File: config.mk
export PLATFORM = sky130hd
export DESIGN_NAME = bcd16_counter
export DESIGN_NICKNAME = d
export VERILOG_FILES = /design/src/rtl/bcd16_pkg.sv /design/src/rtl/bcd16_core.sv /design/src/rtl/bcd16_seg7.sv /design/src/rtl/bcd16_counter.sv
export SDC_FILE = /design/constraint.sdc
export NUM_CORES = 1
export LEC_CHECK = 0
export BUFFER_PORTS_ARGS = -buffer_cell sky130_fd_sc_hd__buf_4
export CAP_MARGIN = 20
export CELL_PAD_IN_SITES_DETAIL_PLACEMENT = 0
export CELL_PAD_IN_SITES_GLOBAL_PLACEMENT = 1
export CORE_AREA = 3 3 53 55
export DETAILED_ROUTE_END_ITERATION = 10
export DIE_AREA = 0 0 56 58
export PLACE_DENSITY_LB_ADDON = 0.1
export SETUP_SLACK_MARGIN = 0.02
export SYNTH_ARGS = -nofsm -noshare
export SYNTH_HDL_FRONTEND = slang
export SYNTH_SLANG_ARGS = --single-unit
File: constraint.sdc
create_clock -name clk -period 2.6 [get_ports clk]
set_input_delay 0.13 -clock clk [delete_from_list [all_inputs] [get_ports clk]]
set_output_delay 0.13 -clock clk [all_outputs]
set_load 0.005 [all_outputs]
File: src/rtl/bcd16_pkg.sv
package bcd16_pkg;
  localparam int DIG_W = 4;
  localparam int SEG_W = 7;

  typedef logic [DIG_W-1:0] digit_t;
  typedef logic [SEG_W-1:0] seg_t;

  // Active-high segments, bit0 = a ... bit6 = g; non-decimal codes blank.
  function automatic seg_t digit_to_seg(input digit_t d);
    case (d)
      4'd0:    digit_to_seg = 7'h3F;
      4'd1:    digit_to_seg = 7'h06;
      4'd2:    digit_to_seg = 7'h5B;
      4'd3:    digit_to_seg = 7'h4F;
      4'd4:    digit_to_seg = 7'h66;
      4'd5:    digit_to_seg = 7'h6D;
      4'd6:    digit_to_seg = 7'h7D;
      4'd7:    digit_to_seg = 7'h07;
      4'd8:    digit_to_seg = 7'h7F;
      4'd9:    digit_to_seg = 7'h6F;
      default: digit_to_seg = 7'h00;
    endcase
  endfunction
endpackage

File: src/rtl/bcd16_core.sv
module bcd16_core
  import bcd16_pkg::*;
#(
  parameter int TOP_TENS = 1,
  parameter int TOP_ONES = 5
) (
  input  logic   clk,
  input  logic   clr,
  input  logic   en,
  output digit_t tens_q,
  output digit_t ones_q,
  output logic   wrap_q
);
  localparam digit_t TOP_T   = digit_t'(TOP_TENS);
  localparam digit_t TOP_O   = digit_t'(TOP_ONES);
  localparam digit_t LAST_ON = digit_t'(9);

  logic   at_top;
  logic   ones_full;
  digit_t tens_d;
  digit_t ones_d;

  always_comb begin
    at_top    = (tens_q == TOP_T) && (ones_q == TOP_O);
    ones_full = (ones_q == LAST_ON);
    tens_d    = tens_q;
    ones_d    = ones_q;
    if (at_top) begin
      tens_d = '0;
      ones_d = '0;
    end else if (ones_full) begin
      tens_d = tens_q + digit_t'(1);
      ones_d = '0;
    end else begin
      ones_d = ones_q + digit_t'(1);
    end
  end

  always_ff @(posedge clk or posedge clr) begin
    if (clr) begin
      tens_q <= '0;
      ones_q <= '0;
      wrap_q <= 1'b0;
    end else begin
      wrap_q <= en && at_top;
      if (en) begin
        tens_q <= tens_d;
        ones_q <= ones_d;
      end
    end
  end

  AST_ONES_DECIMAL: assert property (@(posedge clk) disable iff (clr)
    ones_q <= LAST_ON);
  AST_NO_PAST_TOP: assert property (@(posedge clk) disable iff (clr)
    !(tens_q == TOP_T && ones_q > TOP_O) && tens_q <= TOP_T);
  AST_HOLD_WHEN_IDLE: assert property (@(posedge clk) disable iff (clr)
    !en |=> $stable(tens_q) && $stable(ones_q) && !wrap_q);
  AST_WRAP_SINGLE: assert property (@(posedge clk) disable iff (clr)
    wrap_q |=> !wrap_q);
  AST_WRAP_AT_ZERO: assert property (@(posedge clk) disable iff (clr)
    wrap_q |-> (tens_q == '0 && ones_q == '0));
  AST_TENS_STEP: assert property (@(posedge clk) disable iff (clr)
    (en && ones_q == LAST_ON && tens_q == '0) |=> (tens_q == digit_t'(1) && ones_q == '0));
endmodule

File: src/rtl/bcd16_seg7.sv
module bcd16_seg7
  import bcd16_pkg::*;
(
  input  digit_t digit,
  output seg_t   seg
);
  always_comb begin
    seg = digit_to_seg(digit);
  end

  always_comb begin
    if (digit <= digit_t'(9))
      AST_SEG_LIT: assert (seg != '0 || $isunknown(digit));
  end
endmodule

File: src/rtl/bcd16_counter.sv
module bcd16_counter
  import bcd16_pkg::*;
(
  input  logic       clk,
  input  logic       clr,
  input  logic       en,
  output logic [3:0] tens,
  output logic [3:0] ones,
  output logic [6:0] seg_tens,
  output logic [6:0] seg_ones,
  output logic       wrap
);
  localparam int NUM_DIG = 2;

  digit_t dig [NUM_DIG];
  seg_t   seg [NUM_DIG];

  bcd16_core #(.TOP_TENS(1), .TOP_ONES(5)) u_core (
    .clk    (clk),
    .clr    (clr),
    .en     (en),
    .tens_q (dig[1]),
    .ones_q (dig[0]),
    .wrap_q (wrap)
  );

  for (genvar i = 0; i < NUM_DIG; i++) begin : g_dec
    bcd16_seg7 u_seg (
      .digit (dig[i]),
      .seg   (seg[i])
    );
  end

  assign tens     = dig[1];
  assign ones     = dig[0];
  assign seg_tens = seg[1];
  assign seg_ones = seg[0];
endmodule

# After elaboration in Yosys (flattened, before gate mapping)
# Memories as Yosys holds them, arrays and structs flattened.
# Cells that the tools add are included.
[op_classes]
add_sub_neg = 2
n_eq_ne = 3
muxes = 4
n_reduce_logical = 4
[ops]
columns = ["cell", "count"]
rows = [
  ["$mux 4", 4],
  ["$add 4x1->4 const B", 2],
  ["$eq 4x1->1 const B", 1],
  ["$eq 4x3->1 const B", 1],
  ["$eq 4x4->1 const B", 1],
  ["$logic_and 1x1->1", 2],
  ["$reduce_and 2->1", 1],
  ["$reduce_bool 2->1", 1],
]
[word_totals]
regBits = 9
mem_bits_ro = 224
input_bits = 3
out_inout_bits = 23
word_cells = 18
memories = 2
[mem_list]
columns = ["memory", "words", "width", "read_ports", "rd_ports_with_merged_regs", "write_ports", "line_no", "text"]
rows = [
  ["(name not given)", 16, 7, 1, 0, 0, "bcd16_pkg.sv:10", "case (d)"],
  ["(name not given)", 16, 7, 1, 0, 0, "bcd16_pkg.sv:10", ""],
]

# Longest topological paths before layout
# Gate-level depths: netlist of the first run.
[logic_depth]
ltp_word = 4
ltp_mapped = 6
mapped_depth_nobuf = 5

# Hierarchy
# From an unflattened synthesis of the first run, not the netlist that was laid out.
[unflattened]
hier_cells = 96
area_unflattened_um2 = 883.3
[modules_own_cells]
columns = ["module", "instances", "cells_each", "area_per_inst_um2", "seq_area_each_um2"]
rows = [
  ["bcd16_core", 1, 44, 480.5, 225.2],
  ["bcd16_seg7", 2, 26, 201.4, 0.0],
]

# Least setup slack after synthesis of the first run
# OpenSTA, ideal clock, no wires.
[synth_timing]
path_kind = "register to register"
start = "register u_core.tens_q[1]"
end = "register u_core.tens_q[1]"
arrival_time_ns = 1.391
setup_slack_ns = 1.088
stages_incl_launch_ff = 7
n_path_buf = 1
synth_period_minus_slack_ns = 1.512
path_cell_list = "dfrtp_1 > buf_2 > inv_1 > ha_1 > and4bb_1 > o21bai_1 > a22o_1"
[synth_via]
elab_chain_len = 4
elab_cells_between_ends = 7
classes_between = "add/sub: 1; eq/ne: 1; mux: 2; reduce/logical: 3"
[synth_lines]
columns = ["item", "line_no", "text"]
rows = [
  ["start: declaration", "bcd16_core.sv:10", "output digit_t tens_q,"],
  ["start signal: assignment", "bcd16_core.sv:47", "tens_q <= tens_d;"],
  ["branches (longest 4 deep; another with $add 4x1->4)", "--", ""],
]
# Parallel ways; which one is timed is not known. The select of a mux whose other input is x is not followed.
# A chain may end at the register's enable or synchronous reset.

# Final worst setup path of the first run
[layout_timing]
start = "register u_core.ones_q[1]"
end = "output port seg_ones[3]"
[layout_via]
elab_chain_len = 1
[layout_lines]
columns = ["item", "line_no", "text"]
rows = [
  ["start: declaration", "bcd16_core.sv:11", "output digit_t ones_q,"],
  ["start signal: assignment", "bcd16_core.sv:48", "ones_q <= ones_d;"],
  ["$mem_v2 16x7", "--", ""],
  ["end: declaration", "bcd16_counter.sv:10", "output logic [6:0] seg_ones,"],
]
# Every way passes these cells.

==> impl_metrics.yaml, run 1 <==
outcome:
  outcome: "completed"
worst_setup_path:
  critical_path.max_fanout: 9
  critical_path_arrival_ns: 1.76
  path_class: "flop to output port"
  worstRegToRegCells: 5
  cp_cell_sequence: "inv_1, ha_1, a21oi_1, o21ai_0, buf_4"
  kind_of_start_point_of_the_critical_path: "flop"
  critical_path.max_stage_delay_ns: 0.52
  crit_path_top_delay_cell: "sky130_fd_sc_hd__dfrtp_1"
  worst_setup_end_kind: "output port"
  worstPathRequired_ns: 2.47
routing:
  drt_pass1_iterations: 4
  per_cell_routed_wire_length_microns: 13.3
  detail-route-antenna-nets: 0
  total_vias_in_the_final_route: 823
  first_iter_violations: 12
  drt-vias-per-instance: 5.11
  route.detailed.drc: 0
  total_routed_length_mm: 2.14
die:
  die-height_microns: 58
  start_util_pct: 38.6
  placeableCoreArea_sq_mm: 0.00243
  floorplan.die_area_sq_mm: 0.00325
  io-pin-count: 26
  rows: 18
  die_w_microns: 56
timing:
  rsz0062_at_grt: "no"
  clock_skew_ns: 0.00308
  timing.setup.tns_ns: 0
  fmaxAchievable_ghz: 0.529
  holdWs_ns: 0.134
  min_period_ns: 1.89
  worstMarginPinSlew_ns: 0.632
  timing.final.hold_violations: 0
  maxSlewHeadroom_pct: 57.9
  timing.final.setup_violations: 0
  share_of_the_cycle_needed_by_the_critical_path_after_routing_pct: 72.7
  timing.final.max_slew_violations: 0
cts:
  cts_setup_buffers: 0
  clock_insertion_delay_worst_skew_ns: 0.26
  numCtsBuffers: 3
  path_clk_slew_ns: 0.07
  cts_tree: "yes"
  clk_root_buffer_cell: "sky130_fd_sc_hd__clkbuf_4"
  ctsLongestPathBuffers: 2
  h-tree-depth: 1
  clock_sink_count: 9
  cts-resized-gates: 0
power_and_ir_drop:
  power.static_leakage_nw: 0.578
  max-vdd-ir-drop_uv: 555
  power.density_cell_area_mw_per_mm2: 1220
min_path:
  min_path_type: "input port to flop"
  timing.hold.worst_path_depth: 2
global_routing:
  grt_pass1_wl_mm: 3.82
  busiest_layer: "met2"
  vias_in_the_first_global_route: 835
  grt.total_usage_pct: 14.5
  grt_util_met1_pct: 18.9
  met3_usage_pct: 4.90
  largest_net_degree_at_the_start_of_global_routing: 22
  gr-total-overflow: 0
  grt_util_met2_pct: 23.7
  antenna_found_initial: 0
synthesis:
  synthesis.instances: 109
  netlist_area_sq_um: 940
  postSynth.asyncResetShare_pct: 100
  synth_edf_count: 0
  synth-main-ff-cell: "sky130_fd_sc_hd__dfrtp_1"
  yosys.cell_types.count: 36
  post_synth.cell_area_avg_sq_um: 8.62
  synth-seq-area-share_pct: 24.0
  ys_seq_elements: 9
  number_of_warnings_reported_in_the_yosys_synthesis_log: 0
  syn_nets: 127
layout:
  stdcell_area_sq_mm: 0.00115
  fraction_of_layout_cells_with_a_size_suffix_above_1_pct: 24.4
  nets: 150
  antenna-diode-count: 0
  synthToLayoutAreaGrowth_pct: 22.6
placement:
  gp_routability_congestion: 0.780
  port_buffers: 25
  dpl_cell_area_sq_mm: 0.00112
  dp_hpwl_mm: 1.55
flow_run:
  drv_cap: 0
[metrics by stage]
stage	power (W)	utilization, %	setup slack [ns]	instances
after floorplan	0.000902	-	1.09	109
after global placement	0.00129	45.9	0.862	156
after detailed placement	0.00130	45.9	0.894	156
after CTS	0.00142	47.4	0.711	161
after global routing	0.00158	47.4	0.480	161
final	0.00140	47.4	0.711	161
[worst paths after layout]
kind	startpoint	to	slack, ns
worst max-delay path	u_core.ones_q[1]	seg_ones[3]	0.71
worst min-delay path	en	u_core.ones_q[2]	0.13
worst min register to register	u_core.tens_q[0]	u_core.tens_q[0]	0.72
min in group asynchronous	clr	u_core.ones_q[3]	0.39
worst max register to register	u_core.ones_q[1]	u_core.tens_q[1]	0.89
max in group asynchronous	clr	u_core.tens_q[3]	1.93
[flip-flops by register name, indices dropped and copies added (netlist names)]
| signal | count |
|---|---|
| u_core.wrap_q | 1 |
| u_core.ones_q | 4 |
| u_core.tens_q | 4 |
[logic make-up (layout without fill, tap and decap cells)]
kind of cell               after synthesis  in the layout  synth area share, %
buffers and inverters                   21             43                 10.4
and+or+nand+nor                         25             25                 16.8
AOI/OAI and AO/OA                       33             33                 22.9
muxes                                    3              3                 3.20
DFF                                      9              9                 24.0
xor gates and xnor gates                 3              3                 2.80
adders and majority gates               15             15                 20.0
[placed cells by master, fill, tap and decap left out, drive strengths merged, types with 2 or more instances in the layout]
master / instances
buf: 25
ha: 15
inv: 13
dfrtp: 9
o21ai: 7
o22ai: 6
a21oi: 6
nand2: 6
nor2: 4
nand2b: 4
clkbuf: 4
nor2b: 3
mux2i: 3
nor3: 3
xor2: 2
o211ai: 2
o21a: 2
a22o: 2
[Yosys cell counts (all sizes together) (3+ instances only)]
library cell,number,share of area (%)
a21oi,6,3.2
buf,8,5.2
dfrtp,9,24
ha,15,20
inv,13,5.2
mux2i,3,3.2
nand2,6,2.7
nand2b,4,3.5
nor2,4,1.6
nor2b,3,2.0
nor3,3,2.7
o21ai,7,3.7
o22ai,6,4.0
[power by group]
part | total [W] | switching (W) | internal (W)
registers | 0.000379 | 0.000188 | 0.000190
logic | 0.000909 | 0.000404 | 0.000505
clock network | 0.000114 | 0.0000546 | 0.0000594
[cell type report]
class                           count  area, sq um
Fill cell                         255         1280
Multi-Input combinational cell     79          617
Sequential cell                     9          225
Timing Repair Buffer               26          198
Inverter                           13         48.8
Tap cell                           30         37.5
Clock buffer                        4         26.3
[critical path, delay by kind of cell, from the launching register on]
| family | cells | cell delay [ns] |
|---|---|---|
| adders and majority gates | 1 | 0.39 |
| DFF | 1 | 0.52 |
| buffers and inverters | 2 | 0.32 |
| AOI/OAI and AO/OA | 2 | 0.25 |
[repair_timing]
| item | in CTS | in global routing |
|---|---|---|
| hold endpoints to repair | 9 | 0 |
| endpoints found under the setup margin | 0 | 0 |
| hold buffers | 1 | 0 |
[routing by layer]
layer	vias up	share of wire (%)
met1	379	45
met3	0	5.9
met2	23	49
li1	421	-
met5	-	0
met4	0	0
Note: power is estimated with default switching activity, not from simulation.
==> run 2, diff against run 1 <==
--- a/config.mk
+++ b/config.mk
@@ -9,9 +9,9 @@
 export CAP_MARGIN = 20
 export CELL_PAD_IN_SITES_DETAIL_PLACEMENT = 0
 export CELL_PAD_IN_SITES_GLOBAL_PLACEMENT = 1
-export CORE_AREA = 3 3 53 55
+export CORE_AREA = 3 3 54 56
 export DETAILED_ROUTE_END_ITERATION = 10
-export DIE_AREA = 0 0 56 58
+export DIE_AREA = 0 0 57 59
 export PLACE_DENSITY_LB_ADDON = 0.1
 export SETUP_SLACK_MARGIN = 0.02
 export SYNTH_ARGS = -nofsm -noshare
==> constraint.sdc (replaced) <==
create_clock -name clk -period 2 [get_ports clk]
set_input_delay 0.1 -clock clk [delete_from_list [all_inputs] [get_ports clk]]
set_output_delay 0.1 -clock clk [all_outputs]
set_load 0.005 [all_outputs]
==> impl_metrics.yaml, run 2 (synthesis gave the netlist of run 1 again) <==
timing:
  share_of_the_cycle_needed_by_the_critical_path_after_routing_pct: 87.3
  rsz0062_at_grt: "no"
  timing.final.max_slew_violations: 0
  min_period_ns: 1.75
  timing.final.setup_violations: 0
  timing.final.hold_violations: 0
  setup_slack_ns: 0.255
  worstMarginPinSlew_ns: 0.609
  clock_skew_ns: 0.00714
  timing.setup.tns_ns: 0
  maxSlewHeadroom_pct: 59.4
  fmaxAchievable_ghz: 0.573
global_routing:
  largest_net_degree_at_the_start_of_global_routing: 19
  gr-total-overflow: 0
  grt.total_usage_pct: 14.3
  vias_in_the_first_global_route: 832
  grt_pass1_wl_mm: 3.82
  antenna_found_initial: 0
routing:
  first_iter_violations: 19
  detail-route-antenna-nets: 0
  per_cell_routed_wire_length_microns: 13.3
  total_routed_length_mm: 2.18
  drt-vias-per-instance: 5.15
  total_vias_in_the_final_route: 844
  route.detailed.drc: 0
  drt_pass1_iterations: 4
worst_setup_path:
  critical_path_arrival_ns: 1.65
  path_class: "flop to output port"
  worstPathRequired_ns: 1.90
  critical_path.max_fanout: 9
  kind_of_start_point_of_the_critical_path: "flop"
  worst_setup_end_kind: "output port"
layout:
  most_common_library_cell_in_the_layout_ignoring_fill_and_taps: "sky130_fd_sc_hd__buf_4"
  nets: 153
  antenna-diode-count: 0
  final_cell_mix: "sky130_fd_sc_hd__buf_4 (28), sky130_fd_sc_hd__ha_1 (15), sky130_fd_sc_hd__inv_1 (13)"
  layout_top_registers: "u_core.ones_q (4), u_core.tens_q (4), u_core.wrap_q (1)"
  synthToLayoutAreaGrowth_pct: 25.3
  final_cells: 164
  fraction_of_layout_cells_with_a_size_suffix_above_1_pct: 27.6
cts:
  clock_insertion_delay_worst_skew_ns: 0.26
  ctsLongestPathBuffers: 2
  cts_tree: "yes"
  path_clk_slew_ns: 0.07
  numCtsBuffers: 3
  clock_sink_count: 9
  h-tree-depth: 1
  clk_root_buffer_cell: "sky130_fd_sc_hd__clkbuf_4"
  cts_setup_buffers: 0
placement:
  dp_worst_setup_slack_ns: 0.358
  placed_cells: 159
  dp_hpwl_mm: 1.60
  gp_routability_congestion: 0.778
  port_buffers: 25
flow_run:
  drv_cap: 0
power_and_ir_drop:
  power.density_cell_area_mw_per_mm2: 1600
  power.static_leakage_nw: 0.590
  max-vdd-ir-drop_uv: 793
die:
  rows: 18
  placeableCoreArea_sq_mm: 0.00248
  start_util_pct: 37.9
  die_w_microns: 57
  io-pin-count: 26
  die-height_microns: 59
  floorplan.die_area_sq_mm: 0.00336
outcome:
  outcome: "completed"
min_path:
  min_path_type: "input port to flop"
[run 2: cell count changes in the layout (fill, tap and decap cells not counted)]
cell	change
sky130_fd_sc_hd__dfrtp_2	+2
sky130_fd_sc_hd__buf_4	+3
sky130_fd_sc_hd__dfrtp_1	-2
[run 2: final cells by class]
type / instances / area [sq um]
multi-input combinational: 79 / 617
timing repair buffer: 29 / 220
fill: 260 / 1300
tap: 30 / 37.5
sequential: 9 / 228
inverter: 13 / 48.8
clock buffer: 4 / 26.3
[run 2: worst paths after layout]
kind	endpoint	from	slack, ns	depth (start not counted)
setup / recovery	seg_ones[3]	u_core.ones_q[1]	0.25	5
hold / removal	u_core.ones_q[2]	en	0.10	2
setup reg to reg	u_core.tens_q[1]	u_core.ones_q[1]	0.36	5
hold reg to reg	u_core.tens_q[1]	u_core.tens_q[1]	0.71	2
max in group asynchronous	u_core.ones_q[1]	clr	1.36	3
min in group asynchronous	u_core.ones_q[2]	clr	0.36	3
[run 2: through the flow]
stage	power [W]	hold slack [ns]	cell area, sq um	util (%)
CTS	0.00191	0.0942	1170	47.4
detailed placement	0.00175	0.102	1140	46.0
global route	0.00210	0.102	1180	47.5
finish	0.00189	0.101	1180	47.5
global placement	0.00175	0.0943	1140	46.0
floorplan	0.00117	-0.0721	940	-
[run 2: power by group]
group          leakage, nW  switching, W  internal [W]
Combinational        0.466      0.000603      0.000697
Sequential           0.108      0.000194      0.000253
Clock               0.0150     0.0000649     0.0000769
[run 2: what timing repair did]
action                                  CTS  global route
endpoints found under the setup margin    0             1
endpoints found under the hold margin     9             0
resized for setup                         0             2
hold buffers                              1             0
[run 2: worst max-delay path: stages (launching register included)]
cell and delay (ns):
sky130_fd_sc_hd__dfrtp_2 0.45, sky130_fd_sc_hd__inv_1 0.14, sky130_fd_sc_hd__ha_1 0.37, sky130_fd_sc_hd__a21oi_1 0.08, sky130_fd_sc_hd__o21ai_0 0.20, sky130_fd_sc_hd__buf_4 0.16
[run 2: routing by layer]
| metal | global-route usage (%) | up-vias | wire length, microns | part of all wire [%] |
|---|---|---|---|---|
| met2 | 22.0 | 23 | 966 | 44 |
| met3 | 3.49 | 2 | 112 | 5.1 |
| met4 | 5.96 | 0 | 19 | 0.87 |
| li1 | - | 429 | - | - |
| met5 | 0 | - | 0 | 0 |
| met1 | 19.1 | 390 | 1080 | 50 |
==> run 3, diff against run 2 <==
--- a/config.mk
+++ b/config.mk
@@ -12,6 +12,7 @@
 export CORE_AREA = 3 3 54 56
 export DETAILED_ROUTE_END_ITERATION = 10
 export DIE_AREA = 0 0 57 59
+export MAX_ROUTING_LAYER = met4
 export PLACE_DENSITY_LB_ADDON = 0.1
 export SETUP_SLACK_MARGIN = 0.02
 export SYNTH_ARGS = -nofsm -noshare
==> impl_metrics.yaml, run 3 (synthesis gave the netlist of run 1 again) <==
layout:
  synthToLayoutAreaGrowth_pct: 25.3
  layout_top_registers: "u_core.ones_q (4), u_core.tens_q (4), u_core.wrap_q (1)"
  most_common_library_cell_in_the_layout_ignoring_fill_and_taps: "sky130_fd_sc_hd__buf_4"
  final_cell_mix: "sky130_fd_sc_hd__buf_4 (28), sky130_fd_sc_hd__ha_1 (15), sky130_fd_sc_hd__inv_1 (13)"
  nets: 153
  fraction_of_layout_cells_with_a_size_suffix_above_1_pct: 27.6
  antenna-diode-count: 0
  n_fill_cell: 260
  fin_util_pct: 47.5
power_and_ir_drop:
  power.density_cell_area_mw_per_mm2: 1600
  switching_share_pct: 45.6
  post-layout-total-power_w: 0.00189
  max-vdd-ir-drop_uv: 792
  clock_power_share_pct: 7.5
  internal_power_w: 0.00103
  pwr-share-comb_pct: 68.8
  power.static_leakage_nw: 0.590
  share_of_total_power_in_sequential_cells_pct: 23.7
  total_switching_power_w: 0.000862
die:
  start_util_pct: 37.9
  placeableCoreArea_sq_mm: 0.00248
  rows: 18
  floorplan.die_area_sq_mm: 0.00336
  die-height_microns: 59
  die_w_microns: 57
  io-pin-count: 26
routing:
  drt-vias-per-instance: 5.15
  route.detailed.drc: 0
  first_iter_violations: 19
  drt_pass1_iterations: 4
  detail-route-antenna-nets: 0
  total_routed_length_mm: 2.18
  per_cell_routed_wire_length_microns: 13.3
  total_vias_in_the_final_route: 844
timing:
  fmaxAchievable_ghz: 0.574
  holdWs_ns: 0.101
  worstMarginPinSlew_ns: 0.609
  maxSlewHeadroom_pct: 59.4
  clock_skew_ns: 0.00715
  setup_slack_ns: 0.257
  timing.final.hold_violations: 0
  timing.final.setup_violations: 0
  share_of_the_cycle_needed_by_the_critical_path_after_routing_pct: 87.2
  min_period_ns: 1.74
  timing.final.max_slew_violations: 0
  rsz0062_at_grt: "no"
  timing.setup.tns_ns: 0
cts:
  ctsLongestPathBuffers: 2
  cts_setup_buffers: 0
  clock_sink_count: 9
  clk_root_buffer_cell: "sky130_fd_sc_hd__clkbuf_4"
  h-tree-depth: 1
  path_clk_slew_ns: 0.07
  clock_insertion_delay_worst_skew_ns: 0.26
  numCtsBuffers: 3
  cts_tree: "yes"
worst_setup_path:
  crit-reg2reg-launch: "u_core.ones_q[1]"
  crit_path_top_delay_cell: "sky130_fd_sc_hd__dfrtp_2"
  worst_setup_end_kind: "output port"
  cp_cell_sequence: "inv_1, ha_1, a21oi_1, o21ai_0, buf_4"
  critical_path_arrival_ns: 1.64
  critical_path_source: "u_core.ones_q[1]"
  worstPathRequired_ns: 1.90
  critical_path.max_stage_delay_ns: 0.45
  crit_buf_inv: 2
  critical_path.max_fanout: 9
  crit_path_leading_delay_family: "flip-flops"
  kind_of_start_point_of_the_critical_path: "flop"
  path_class: "flop to output port"
min_path:
  worstHoldStart: "en"
  min_path_type: "input port to flop"
placement:
  dp_hpwl_mm: 1.60
  dp_worst_setup_slack_ns: 0.358
  gp_routability_congestion: 0.789
  port_buffers: 25
global_routing:
  antenna_found_initial: 0
  largest_net_degree_at_the_start_of_global_routing: 19
  met3_usage_pct: 3.27
  busiest_layer: "met2"
  grt_util_met1_pct: 19.2
  grt_util_met2_pct: 22.0
  gr-total-overflow: 0
  grt.total_usage_pct: 14.7
  vias_in_the_first_global_route: 832
  grt_pass1_wl_mm: 3.81
outcome:
  outcome: "completed"
flow_run:
  drv_cap: 0
## run 3: cell counts in the layout (fill, tap and decap cells not counted)
No cell type changed its count.
## run 3: cell type report
type                            count  area [sq um]  area share [%]
Timing Repair Buffer               29           220            18.7
Inverter                           13          48.8            4.14
Tap cell                           30          37.5            3.19
Multi-Input combinational cell     79           617            52.4
Sequential cell                     9           228            19.3
Clock buffer                        4          26.3            2.23
## run 3: path summary, 6_finish.rpt
kind                                    end  cells after the start  slack [ns]
setup reg to reg           u_core.tens_q[1]                      5        0.36
min in group asynchronous  u_core.ones_q[2]                      3        0.36
hold reg to reg            u_core.tens_q[1]                      2        0.71
hold / removal             u_core.ones_q[2]                      2        0.10
setup / recovery                seg_ones[3]                      5        0.26
max in group asynchronous  u_core.ones_q[1]                      3        1.36
## run 3: timing repair
item | in CTS | in global routing
setup endpoints to repair | 0 | 1
hold buffers | 1 | 0
gates resized for setup | 0 | 2
hold endpoints to repair | 9 | 0
## run 3: layer usage
metal / vias up / part of all wire (%)
li1: 429 / -
met3: 2 / 4.9
met2: 23 / 44
met5: - / 0
met1: 390 / 50
met4: 0 / 0.87
## run 3: through the flow
step	area, sq um	instances
3_3_place_gp	1140	159
5_1_grt	1180	164
6_report	1180	164
3_5_place_dp	1140	159
2_1_floorplan	940	109
4_1_cts	1170	164
## run 3: power groups by stage
| stage | clock network (W) | logic [W] | registers, W |
|---|---|---|---|
| final | 0.000142 | 0.00130 | 0.000447 |
| after global routing | 0.000160 | 0.00146 | 0.000472 |
| after CTS | 0.000148 | 0.00132 | 0.000443 |
| after detailed placement | 0 | 0.00130 | 0.000444 |
| after global placement | 0 | 0.00130 | 0.000444 |
| after floorplan | 0 | 0.000825 | 0.000348 |
